==> src/rtl/nrw_pkg.sv <==
package nrw_pkg;
  localparam int INSN_W = 32;
  localparam int IDX_W  = 5;
  localparam int IMM_W  = 6;
  localparam int IMM_LO = 16;
  localparam int NUM_SZ = IMM_W - 3;
  localparam int SZ_W   = $clog2(NUM_SZ + 1);

  // fixed opcode bits: mask and value
  localparam logic [INSN_W-1:0] FIX_MASK = 32'hFE800F90;
  localparam logic [INSN_W-1:0] FIX_VAL  = 32'hF2800810;

  localparam int B_SATU  = 24;
  localparam int B_ROUND = 6;
  localparam int B_RDHI  = 22;
  localparam int B_RMHI  = 5;
  localparam int RD_LO   = 12;
  localparam int RM_LO   = 0;

  typedef enum logic [SZ_W-1:0] {
    SRC_NONE = 2'd0,
    SRC_H    = 2'd1,
    SRC_S    = 2'd2,
    SRC_D    = 2'd3
  } src_size_e;
endpackage

==> src/rtl/nrw_match.sv <==
module nrw_match
  import nrw_pkg::*;
(
  input  logic [INSN_W-1:0] insn_i,
  output logic              hit_o
);
  assign hit_o = (insn_i & FIX_MASK) == FIX_VAL;
endmodule

==> src/rtl/nrw_imm_decode.sv <==
module nrw_imm_decode
  import nrw_pkg::*;
(
  input  logic [IMM_W-1:0] imm_i,
  output logic [SZ_W-1:0]  size_o,
  output logic [IMM_W-1:0] shamt_o
);
  logic [NUM_SZ-1:0] sel;
  logic [IMM_W-1:0]  amt [NUM_SZ];

  // level g: leading one at bit 3+g, lower bits carry the encoded distance
  for (genvar g = 0; g < NUM_SZ; g++) begin : g_lvl
    localparam int FW = 3 + g;
    assign sel[g] = imm_i[FW] && ((imm_i >> (FW + 1)) == '0);
    assign amt[g] = (IMM_W'(1) << FW) - IMM_W'(imm_i[FW-1:0]);
  end

  always_comb begin
    size_o  = '0;
    shamt_o = '0;
    for (int g = 0; g < NUM_SZ; g++) begin
      if (sel[g]) begin
        size_o  = SZ_W'(g + 1);
        shamt_o = amt[g];
      end
    end
  end

  always_comb begin
    a_r3_one_level: assert ($onehot0(sel)) else $error("R3 several size levels selected");
    if (size_o != '0) begin
      a_r4_amt_nonzero: assert (shamt_o != '0) else $error("R4 zero shift distance");
      a_r4_amt_bound: assert (shamt_o <= (IMM_W'(1) << (size_o + 2))) else $error("R4 distance beyond element");
    end
  end
endmodule

==> src/rtl/nrw_legal.sv <==
module nrw_legal
  import nrw_pkg::*;
(
  input  logic             valid_i,
  input  logic             ext_regs_i,
  input  logic [IDX_W-1:0] rd_i,
  input  logic [IDX_W-1:0] rm_i,
  output logic             undef_o
);
  logic odd_src, upper_use;
  assign odd_src   = rm_i[0];
  assign upper_use = rd_i[IDX_W-1] | rm_i[IDX_W-1];
  assign undef_o   = valid_i & (odd_src | (~ext_regs_i & upper_use));
endmodule

==> src/rtl/nrw_shift_decode.sv <==
module nrw_shift_decode
  import nrw_pkg::*;
(
  input  logic [31:0] insn_i,
  input  logic        ext_regs_i,
  output logic        valid_o,
  output logic        undef_o,
  output logic [1:0]  size_o,
  output logic [5:0]  shamt_o,
  output logic        round_o,
  output logic        satu_o,
  output logic [4:0]  rd_o,
  output logic [4:0]  rm_o
);
  logic             hit;
  logic [SZ_W-1:0]  size_raw;
  logic [IMM_W-1:0] shamt_raw;
  logic [IDX_W-1:0] rd_raw, rm_raw;
  logic             undef_raw;

  nrw_match u_match (
    .insn_i (insn_i),
    .hit_o  (hit)
  );

  nrw_imm_decode u_imm (
    .imm_i   (insn_i[IMM_LO +: IMM_W]),
    .size_o  (size_raw),
    .shamt_o (shamt_raw)
  );

  assign rd_raw = {insn_i[B_RDHI], insn_i[RD_LO +: IDX_W-1]};
  assign rm_raw = {insn_i[B_RMHI], insn_i[RM_LO +: IDX_W-1]};

  assign valid_o = hit && (size_raw != SZ_W'(SRC_NONE));

  nrw_legal u_legal (
    .valid_i    (valid_o),
    .ext_regs_i (ext_regs_i),
    .rd_i       (rd_raw),
    .rm_i       (rm_raw),
    .undef_o    (undef_raw)
  );

  // every field is forced to zero for an unrecognised word
  assign undef_o = undef_raw;
  assign size_o  = valid_o ? size_raw  : '0;
  assign shamt_o = valid_o ? shamt_raw : '0;
  assign round_o = valid_o & insn_i[B_ROUND];
  assign satu_o  = valid_o & insn_i[B_SATU];
  assign rd_o    = valid_o ? rd_raw : '0;
  assign rm_o    = valid_o ? rm_raw : '0;

  always_comb begin
    a_r10_undef_needs_valid: assert (!undef_o || valid_o) else $error("R10 undef without valid");
    if (valid_o && !undef_o) begin
      a_r8_even_source: assert (!rm_o[0]) else $error("R8 odd source accepted");
      if (!ext_regs_i) begin
        a_r9_low_bank: assert (!rd_o[IDX_W-1] && !rm_o[IDX_W-1]) else $error("R9 upper index accepted");
      end
    end
    if (valid_o) begin
      a_r3_size_known: assert (size_o != 2'd0) else $error("R3 valid word without size");
    end
  end
endmodule

==> config.mk <==
export PLATFORM = sky130hd
export DESIGN_NAME = nrw_shift_decode
export DESIGN_NICKNAME = d
export VERILOG_FILES = /design/src/rtl/nrw_pkg.sv /design/src/rtl/nrw_match.sv /design/src/rtl/nrw_imm_decode.sv /design/src/rtl/nrw_legal.sv /design/src/rtl/nrw_shift_decode.sv
export SDC_FILE = /design/constraint.sdc
export NUM_CORES = 1
export LEC_CHECK = 0
export ABC_AREA = 1
export BUFFER_PORTS_ARGS = -buffer_cell sky130_fd_sc_hd__buf_2
export CAP_MARGIN = 20
export CORE_MARGIN = 3
export CORE_UTILIZATION = 30
export DETAILED_ROUTE_END_ITERATION = 6
export GPL_TIMING_DRIVEN = 0
export PLACE_DENSITY = 0.81
export SLEW_MARGIN = 20
export SYNTH_ARGS = -nofsm -noshare
export SYNTH_HDL_FRONTEND = slang
export SYNTH_SLANG_ARGS = --single-unit
==> constraint.sdc <==
create_clock -name vclk -period 0.8
set_input_delay 0.04 -clock vclk [all_inputs]
set_output_delay 0.04 -clock vclk [all_outputs]
set_load 0.02 [all_outputs]
Word-level counts from Yosys, hierarchy flattened --
Index checks and enable logic that the tools add are counted.
Word-level totals: flip-flop bits (word level) 0, bits of input ports 33, output and inout port bits 22
Cells by class: $add $sub $neg 3, equal/unequal tests 1, multiplexer cells 10, bitwise logic cells 7, reduce and logical (&&, ||, !) cells 6
Operator list (number):
- $mux W6 | 4
- $eq A14 B14 Y1 const B | 1
- $logic_not A6 Y1 | 2
- $mux W5 | 2
- $mux W2 | 3
- $sub A5 B4 Y6 const A | 1
- $sub A6 B5 Y6 const A | 1
- $sub A4 B3 Y5 const A | 1
- $and A1 B1 Y1 | 4
- $logic_and A1 B1 Y1 | 3
- $or A1 B1 Y1 | 2
- $reduce_bool A2 Y1 | 1
- $mux W1 | 1
- $not A1 Y1 | 1

Depth between registers and ports, before layout --
Gate-level depths: netlist of run 1.
depth after elaboration 8, depth in mapped cells 7, depth with buffers taken out 7

Hierarchy --
A second synthesis of run 1 with hierarchy kept.
Second synthesis, totals: cells, all modules 100, area total of the unflattened synthesis 580.6 um^2
By module, submodules not included:
- nrw_shift_decode | instances 1, cells an instance 47, area each 349.1 um^2, sequential area each 0.0 um^2
- nrw_imm_decode | instances 1, cells an instance 29, area each 137.6 um^2, sequential area each 0.0 um^2
- nrw_match | instances 1, cells an instance 19, area each 72.6 um^2, sequential area each 0.0 um^2
- nrw_legal | instances 1, cells an instance 5, area each 21.3 um^2, sequential area each 0.0 um^2

Worst setup path after synthesis of run 1 --
OpenSTA, ideal clock, no wires.
kind input -> output, start input port insn_i[16], end output port shamt_o[4], data arrival time 0.762 ns, required time 0.760 ns, path slack -0.002 ns, stages 6, path buffers 0, cell sequence inv_1 ha_1 nand2_1 nor2_1 o21ai_0 nor2_4
On the way: cells in the longest elaborated chain, start to end 5
RTL lines:
- start: declaration | line nrw_shift_decode.sv:4 | input logic [31:0] insn_i,
- $sub A4 B3 Y5 | line nrw_imm_decode.sv:15 | assign amt[g] = (IMM_W'(1) << FW) - IMM_W'(imm_i[FW-1:0]);
- $mux W6 (2 in series) | line nrw_imm_decode.sv:22 | if (sel[g]) begin
- $mux W6 * | line nrw_imm_decode.sv:22
- $mux W6 * | line nrw_shift_decode.sv:48 | assign shamt_o = valid_o ? shamt_raw : '0;
- end: declaration | line nrw_shift_decode.sv:9 | output logic [5:0] shamt_o,
Every way passes the cells marked *; elsewhere a longest branch is shown, timed or not.

Worst setup path in the final report of run 1 --
start input port insn_i[9], end output port size_o[0]
On the way: cells in the longest elaborated chain, start to end 3
RTL lines:
- $eq A14 B14 Y1 | line nrw_match.sv:7 | assign hit_o = (insn_i & FIX_MASK) == FIX_VAL;
- $logic_and A1 B1 Y1 | line nrw_shift_decode.sv:35 | assign valid_o = hit && (size_raw != SZ_W'(SRC_NONE));
- $mux W2 | line nrw_shift_decode.sv:47 | assign size_o = valid_o ? size_raw : '0;
- end: declaration | line nrw_shift_decode.sv:8 | output logic [1:0] size_o,
No other way between the ends.

==> summary.md, run 1 <==
| Metric | Value |
|---|---|
| Die width | 43.0 um |
| Final Hold Vio Count | 0 |
| GRT Overall Usage | 14.4% |
| Pre-Repair DR Iteration Count | 3 |
| Number of placed I/O pins | 55 |
| Seq cells | 0 |
| DR vias | 649 |
| Tightest Hold Check Type | primary input to output port |
| Hold WS | 0.405 ns |
| CP Cell Sequence | buf_6 > nor2_4 > nand2_1 > nor2_2 > nand3_4 > clkbuf_16 > nor2_4 > buf_6 |
| Main combinational cell family by area after synthesis | simple AND/OR/NAND/NOR gates |
| Post-synthesis compound-gate area fraction | 4.86% |
| Max Clock Freq | 0.996 GHz |
| Die area | 1850 um^2 |
| Outcome | complete, but fails checks |
| Failing checks | setup timing |
| WL/cell | 11.0 um |
| Register area share after synthesis | 0% |
| Pin count of the biggest net entering global routing | 11 |
| Fillcell total | 81 |
| Post-Syn Area | 412 um^2 |
| Initial antenna violation count | 0 |
| XOR/XNOR Fraction of Synth Area | 0% |
| Unique masters post-synth | 13 |
| Residual DRC count | 0 |
| Placed cell area | 704 um^2 |
| Max-cap violations | 0 |
| Final #Nets | 172 |
| Antenna diode count | 0 |
| Die Y | 43.0 um |
| Post-DP HPWL | 1030 um |
| Hold path startpoint | insn_i[3] |
| Synth Area per Inst | 5.21 um^2 |
| Synth area leaders | nor2_2, inv_1, nand2_1, nor2_1, nor2_4 |
| Crit path required time | 0.76 ns |
| Register area | 0 um^2 |
| P_leak | 0.547 nW |
| Antenna Nets Post-Route | 0 |
| Final Max Tran Viols | 0 |
| Total Routed Length | 1650 um |
| Top-area cell type share of the netlist area | 30.4% |
| Slowest CP cell | clkbuf_16 |
| Setup Crit Path Kind | primary input to output port |
| Power density over the cells | 240 nW/um^2 |
| Startpoint types | primary input |
| Vias in the first global route | 556 |
| GPL Wtd Cong | 0.763 |
| Clock buffer cells | 0 |
| Share of cells above drive strength 1 | 70.6% |
| Cell taking the most area after synthesis | nor2_2 |
| Synth Instances | 79 |
| YS warnings | 0 |
| Critical path arrival | 0.96 ns |
| Post-Synth Adder-Cell Area | 3.04% |
| Layout area overhead | 135% |
| First-pass GRT wire length | 2210 um |
| Port Buf Inserts | 55 |
| WHS Path Cells | 4 |
| Slew margin rel. | 82.3% |
| Syn Nets | 113 |
| Final setup vio count | 22 |
| DR vias/cell | 4.33 |
| Hold EP | rm_o[3] |
| Design Area, Final | 966 um^2 |
| Initial core utilization | 34.3% |
| Worst Max-Slew Pin Slew | 0.266 ns |
| Grt ovf | 0 |
| PnR worst setup slack | -0.204 ns |
| Final period util | 125% |
| Peak supply drop | 0.160 mV |
| Slowest Stage Delay on Critical Path | 0.20 ns |
| Critical Path End Type | output port |
| Final Util | 80.4% |
| RSZ-0062 raised after global routing | true |
| Post-Synth Simple-Gate Area | 63.8% |
| Max FO, Critical Path | 5 |
| DRT iter0 DRCs | 4 |
| Num rows | 12 |
| Core ar. | 1200 um^2 |
| Fin crit period | 1.00 ns |
| Post-synthesis mux area share | 0% |
-- kinds of logic after synthesis --
group                      after synthesis
AOI/OAI and AO/OA                        4
and+or+nand+nor                         47
buffers and inverters                   27
adders and majority gates                1
-- stage by stage --
step           setup TNS [ns]  cells  setup WS (ns)  total power, W
6_report                -3.84    150         -0.204        0.000232
3_5_place_dp            -3.89    148         -0.241        0.000173
3_3_place_gp            -3.29    148         -0.221        0.000168
5_1_grt                 -5.37    150         -0.287        0.000257
2_1_floorplan               0     79        0.00790       0.0000809
4_1_cts                 -3.15    149         -0.180        0.000191
-- cell type report --
| cell class | count | area [um^2] | area share [%] |
|---|---|---|---|
| buffer | 2 | 35.0 | 3.63 |
| inverter | 25 | 93.8 | 9.72 |
| timing repair buffer | 57 | 435 | 45.1 |
| multi-input combinational | 52 | 384 | 39.8 |
| tap | 14 | 17.5 | 1.81 |
-- cells in the mapped netlist --
cell type  number
o21ai_0         2
nand3_2         1
or2_2           1
nor2_4          3
nand2_1        10
nand2_2         1
a21oi_1         2
nor2_1          9
ha_1            1
nand3_1         2
nor2_2         20
buf_6           2
inv_1          25
-- worst max-delay path by stage --
| stage | to | cells past startpoint | slack, ns | from |
|---|---|---|---|---|
| floorplan | rd_o[4] | 6 | 0.008 | insn_i[9] |
| global placement | shamt_o[4] | 9 | -0.22 | insn_i[16] |
| detailed placement | shamt_o[4] | 9 | -0.24 | insn_i[16] |
| CTS | shamt_o[4] | 9 | -0.18 | insn_i[16] |
| global route | size_o[0] | 9 | -0.29 | insn_i[29] |
| finish | size_o[0] | 8 | -0.20 | insn_i[9] |
-- report_power, final --
group / switching [W] / internal, W / leakage, nW
clock: 0 / 0 / 0
combinational: 0.000117 / 0.000114 / 0.547
sequential: 0 / 0 / 0
total: 0.000117 / 0.000114 / 0.547
-- layout by cell type, fill, tap and decap left out --
| master | netlist | routed |
|---|---|---|
| ha_1 | 1 | 1 |
| nand2_2 | 1 | 2 |
| nor2_1 | 9 | 3 |
| o21ai_2 | 0 | 1 |
| buf_4 | 0 | 12 |
| buf_12 | 0 | 1 |
| buf_6 | 2 | 16 |
| a21oi_1 | 2 | 2 |
| nand2_1 | 10 | 9 |
| nand3_1 | 2 | 2 |
| nor2_2 | 20 | 14 |
| nor2_4 | 3 | 15 |
| buf_8 | 0 | 1 |
| o21ai_0 | 2 | 1 |
| buf_2 | 0 | 28 |
| inv_1 | 25 | 22 |
| inv_2 | 0 | 3 |
| or2_2 | 1 | 1 |
| clkbuf_16 | 0 | 1 |
| nand3_4 | 0 | 1 |
-- timing repair --
action | CTS | global route
pin swaps | 2 | 6
resized for setup | 27 | 37
hold buffers | 0 | 0
buffers inserted | 1 | 0
gates cloned | 0 | 1
hold endpoints to repair | 0 | 0
setup endpoints to repair | 22 | 22
-- worst max-delay path, delay by kind of cell --
family / cells / cell delay (ns)
and+or+nand+nor: 5 / 0.52
buffers and inverters: 3 / 0.41
-- layer usage --
metal	part of all wire, %	global-route usage, %
met3	9.1	1.69
met2	60	29.3
met4	0	0
met5	0	0
met1	31	16.5
(Power assumes the default switching activity.)
==> run 2: changes to the inputs <==
==> constraint.sdc (replaced) <==
create_clock -name vclk -period 0.8
set_input_delay 0.16 -clock vclk [all_inputs]
set_output_delay 0.16 -clock vclk [all_outputs]
set_load 0.02 [all_outputs]
==> run 2 against run 1 <==
Net effect: the flow still finishes with violations (setup timing); die area did not move; highest routed layer unchanged; sequential share of layout area unchanged; first-iteration DRC count did not move; flip-flop and latch count did not move; cell count fell by 0.67%; routed wire length fell by 6.4%; fmax fell by 21%; combinational power decreased by 3%; cell area fell by 1.4%; clock-buffer cell count stayed put.
==> summary.md, run 2 (same netlist as run 1, synthesis figures left out) <==
| Metric | Value |
|---|---|
| Final #Nets | 171 |
| Antenna Nets Post-Route | 0 |
| GRT Overall Usage | 17.6% |
| Setup Crit Path Kind | primary input to output port |
| Startpoint types | primary input |
| Worst Max-Slew Pin Slew | 0.240 ns |
| Max FO, Critical Path | 10 |
| Register area | 0 um^2 |
| Final Util | 79.3% |
| Initial antenna violation count | 0 |
| Outcome | complete, but fails checks |
| Final Hold Vio Count | 0 |
| Residual DRC count | 0 |
| PnR worst setup slack | -0.466 ns |
| DR vias | 621 |
| Design Area, Final | 952 um^2 |
| RSZ-0062 raised after global routing | true |
| Grt ovf | 0 |
| Post-DP HPWL | 1180 um |
| Num rows | 12 |
| Port Buf Inserts | 55 |
| Layout area overhead | 131% |
| Clock buffer cells | 0 |
| Tightest Hold Check Type | primary input to output port |
| Hold WS | 0.632 ns |
| Share of cells above drive strength 1 | 71.1% |
| Crit path required time | 0.64 ns |
| Most common cell after layout, fill and taps aside | buf_2 |
| Vias in the first global route | 617 |
| DRT iter0 DRCs | 4 |
| Max-cap violations | 0 |
| Total Routed Length | 1550 um |
| Final period util | 158% |
| GPL Wtd Cong | 0.663 |
| First-pass GRT wire length | 2570 um |
| Final setup vio count | 22 |
| Die area | 1850 um^2 |
| Die Y | 43.0 um |
| Commonest non-fill, non-tap cells in the layout | buf_2, nor2_4, inv_1, buf_6, nand2_1 |
| P_leak | 0.520 nW |
| Seq cells | 0 |
| Placed cell area | 821 um^2 |
| Power density over the cells | 237 nW/um^2 |
| Failing checks | setup timing |
| Die width | 43.0 um |
| Pre-Repair DR Iteration Count | 4 |
| Slew margin rel. | 84.0% |
| Fin crit period | 1.27 ns |
| Critical Path End Type | output port |
| Pin count of the biggest net entering global routing | 11 |
| Number of placed I/O pins | 55 |
| WL/cell | 10.4 um |
| Max Clock Freq | 0.790 GHz |
| Antenna diode count | 0 |
| Core ar. | 1200 um^2 |
| Critical path arrival | 1.11 ns |
| Final Max Tran Viols | 0 |
| Post-CTS Hold Fix Bufs | 0 |
| Initial core utilization | 34.3% |
| DR vias/cell | 4.17 |
| Worst slack at placement | -0.507 ns |
| Peak supply drop | 0.170 mV |
## run 2: timing repair
item	4_1_cts	5_1_grt
setup buffers	1	0
gates cloned	0	0
setup endpoints to repair	22	22
resized for setup	33	5
pin swaps	1	5
## run 2: final cells by class
cell class | count | area, um^2
plain buffers | 2 | 35.0
fillers | 87 | 249
inverters | 25 | 100
multi-input cells | 52 | 429
well taps | 14 | 17.5
repair buffers | 56 | 370
## run 2: through the flow
stage	power [W]	std cells	TNS, ns
floorplan	0.000107	79	-4.58
global placement	0.000197	148	-9.77
detailed placement	0.000205	148	-10.11
CTS	0.000217	149	-9.29
global route	0.000252	149	-10.68
finish	0.000226	149	-9.25
## run 2: final timing paths
| check | startpoint | end | slack, ns | depth (start not counted) |
|---|---|---|---|---|
| max | insn_i[21] | valid_o | -0.47 | 7 |
| min | insn_i[12] | rd_o[0] | 0.63 | 4 |
## run 2: power by group
part / switching [W] / internal, W
Combinational: 0.000123 / 0.000103
Sequential: 0 / 0
Clock: 0 / 0
## run 2: critical path, cell delays in order
cell and delay (ns):
buf_2 0.13, nor2_4 0.15, nand2_2 0.10, nand3_4 0.13, buf_12 0.18, clkinvlp_4 0.10, buf_2 0.16
## run 2: per-layer routing
layer	part of all wire, %	wire length, um	global-route usage (%)	vias to the layer above
met3	9.1	140	2.54	0
met1	30	456	18.0	255
met4	0	0	0	0
met2	61	947	38.0	33
met5	0	0	0	-
li1	-	-	-	333
==> run 3: changes to the inputs <==
- ABC_AREA: 1 -> default
- CORE_AREA: default -> 2 2 39 41
- CORE_MARGIN: 3 -> default
- CORE_UTILIZATION: 30 -> default
- DIE_AREA: default -> 0 0 41 43
- PLACE_DENSITY: 0.81 -> 0.79
==> run 3 against run 2 <==
Net effect: the run still ends with setup timing left; via count is 8.1% lower; global-route usage is 0.86 points lower; critical path depth is the same; die area shrank 4.8%.
==> summary.md, run 3 <==
| Metric | Value |
|---|---|
| Grt ovf | 0 |
| Port Buf Inserts | 55 |
| GRT Overall Usage | 16.7% |
| Syn Nets | 79 |
| DR vias | 571 |
| Final Hold Vio Count | 0 |
| Tightest Hold Check Type | primary input to output port |
| RSZ-0062 raised after global routing | true |
| Max Clock Freq | 0.660 GHz |
| Slowest CP cell | nor4_4 |
| Die width | 41 um |
| Most common cell in the netlist | and3_1 |
| Worst Max-Slew Pin Slew | 0.289 ns |
| WL/cell | 11.2 um |
| Clock buffer cells | 0 |
| YS warnings | 0 |
| Num rows | 14 |
| Unique masters post-synth | 23 |
| CP Cell Sequence | buf_6 > nand4bb_4 > nor4_4 > buf_4 > buf_6 > and4b_2 > buf_6 |
| Post-synth top cells | and3_1, inv_1, nor2b_1 |
| Post-DP HPWL | 1020 um |
| WP buf/inv | 4 |
| Vias in the first global route | 571 |
| Synth area leaders | and3_1, nand4bb_4, buf_6, nor4_4, nor2b_1 |
| Antenna Nets Post-Route | 0 |
| P_leak | 0.493 nW |
| Die area | 1760 um^2 |
| Layout area overhead | 185% |
| Cell taking the most area after synthesis | and3_1 |
| Core ar. | 1380 um^2 |
| Failing checks | setup timing |
| GPL Wtd Cong | 0.710 |
| Power density over the cells | 193 nW/um^2 |
| Most common cell after layout, fill and taps aside | buf_2 |
| Top-area cell type share of the netlist area | 27.9% |
| Crit path required time | 0.64 ns |
| Number of placed I/O pins | 55 |
| Critical path arrival | 1.36 ns |
| Fillcell total | 109 |
| Startpoint types | primary input |
| Final #Nets | 142 |
| Pin count of the biggest net entering global routing | 11 |
| Placed cell area | 788 um^2 |
| Seq cells | 0 |
| Max-cap violations | 0 |
| Initial antenna violation count | 0 |
| Initial core utilization | 25.9% |
| Total Routed Length | 1370 um |
| PnR worst setup slack | -0.715 ns |
| Synth Area per Inst | 7.98 um^2 |
| CP most frequent cell | buf_6 |
| Critical Path End Type | output port |
| Antenna diode count | 0 |
| Hold WS | 0.672 ns |
| Slowest Stage Delay on Critical Path | 0.28 ns |
| Final setup vio count | 22 |
| Final Util | 73.9% |
| Slew margin rel. | 80.6% |
| Commonest non-fill, non-tap cells in the layout | buf_2, buf_6, and3_4, buf_4 |
| Fin crit period | 1.52 ns |
| Peak supply drop | 0.160 mV |
| Share of cells above drive strength 1 | 86.8% |
| Register area share after synthesis | 0% |
| Synth Instances | 45 |
| First-pass GRT wire length | 2170 um |
| Pre-Repair DR Iteration Count | 2 |
| DRT iter0 DRCs | 1 |
| Register area | 0 um^2 |
| Post-Route Setup TNS | -14.58 ns |
| Final Max Tran Viols | 0 |
| Family with the most delay on the worst path | simple AND/OR/NAND/NOR gates |
| Design Area, Final | 1020 um^2 |
| Residual DRC count | 0 |
| Setup Crit Path Kind | primary input to output port |
| Post-Syn Area | 359 um^2 |
| Die Y | 43 um |
| Outcome | complete, but fails checks |
| DR vias/cell | 4.68 |
| Final period util | 189% |
| Max FO, Critical Path | 4 |
run 3: changes by cell type after synthesis, sizes merged, moves of 3 or more:
cell / delta
nand2: -10
nand4bb: +3
nor2: -32
nand3: -3
nor2b: +3
inv: -22
and3: +16
run 3: path summary, 6_finish.rpt:
path                  startpoint          to  slack, ns  cells after the start
worst max-delay path   insn_i[9]  shamt_o[5]      -0.72                      7
worst min-delay path  insn_i[13]     rd_o[1]       0.67                      3
run 3: worst min-delay path: stages:
cell    delay (ns)
buf_2         0.07
and3_4        0.17
buf_6         0.11
run 3: cell families (layout without fill, tap and decap cells):
logic type | after synthesis | in the layout | synth area share [%]
compound gates | 4 | 4 | 8.71
xor+xnor | 2 | 2 | 4.88
fa+ha+maj | 1 | 1 | 3.48
buf+inv | 7 | 68 | 12.2
mux | 1 | 1 | 2.79
simple gates | 30 | 30 | 67.9
run 3: stage by stage:
stage,worst slack [ns],total power (W),std cells
5_1_grt,-0.783,0.000215,122
4_1_cts,-0.707,0.000188,122
2_1_floorplan,-0.445,0.0000714,45
3_3_place_gp,-0.711,0.000172,116
6_report,-0.715,0.000198,122
3_5_place_dp,-0.738,0.000177,116
run 3: power by group:
group,total (W),internal (W),switching [W]
clock,0,0,0
combinational,0.000198,0.000117,0.0000805
sequential,0,0,0
total,0.000198,0.000117,0.0000805
run 3: routing by layer:
metal  up-vias  routed length (um)  part of all wire [%]  track usage, %
li1        290                   -                     -               -
met1       250                 451                    33            16.0
met2        31                 789                    58            36.3
met3         0                 123                   9.0           0.524
met4         0                   0                     0               0
met5         -                   0                     0               0
run 3: final cells by class:
cell class / count / area [um^2] / area share [%]
inverter: 3 / 11.3 / 1.10
multi-input combinational: 38 / 468 / 45.8
timing repair buffer: 61 / 474 / 46.4
buffer: 4 / 48.8 / 4.77
tap: 16 / 20.0 / 1.96
run 3: repair_timing:
action                     4_1_cts  5_1_grt
cloned                           2        0
setup endpoints to repair       22       22
buffers inserted                 4        2
gates resized for setup         54        5
pin swaps                        3        3
hold buffers                     0        0
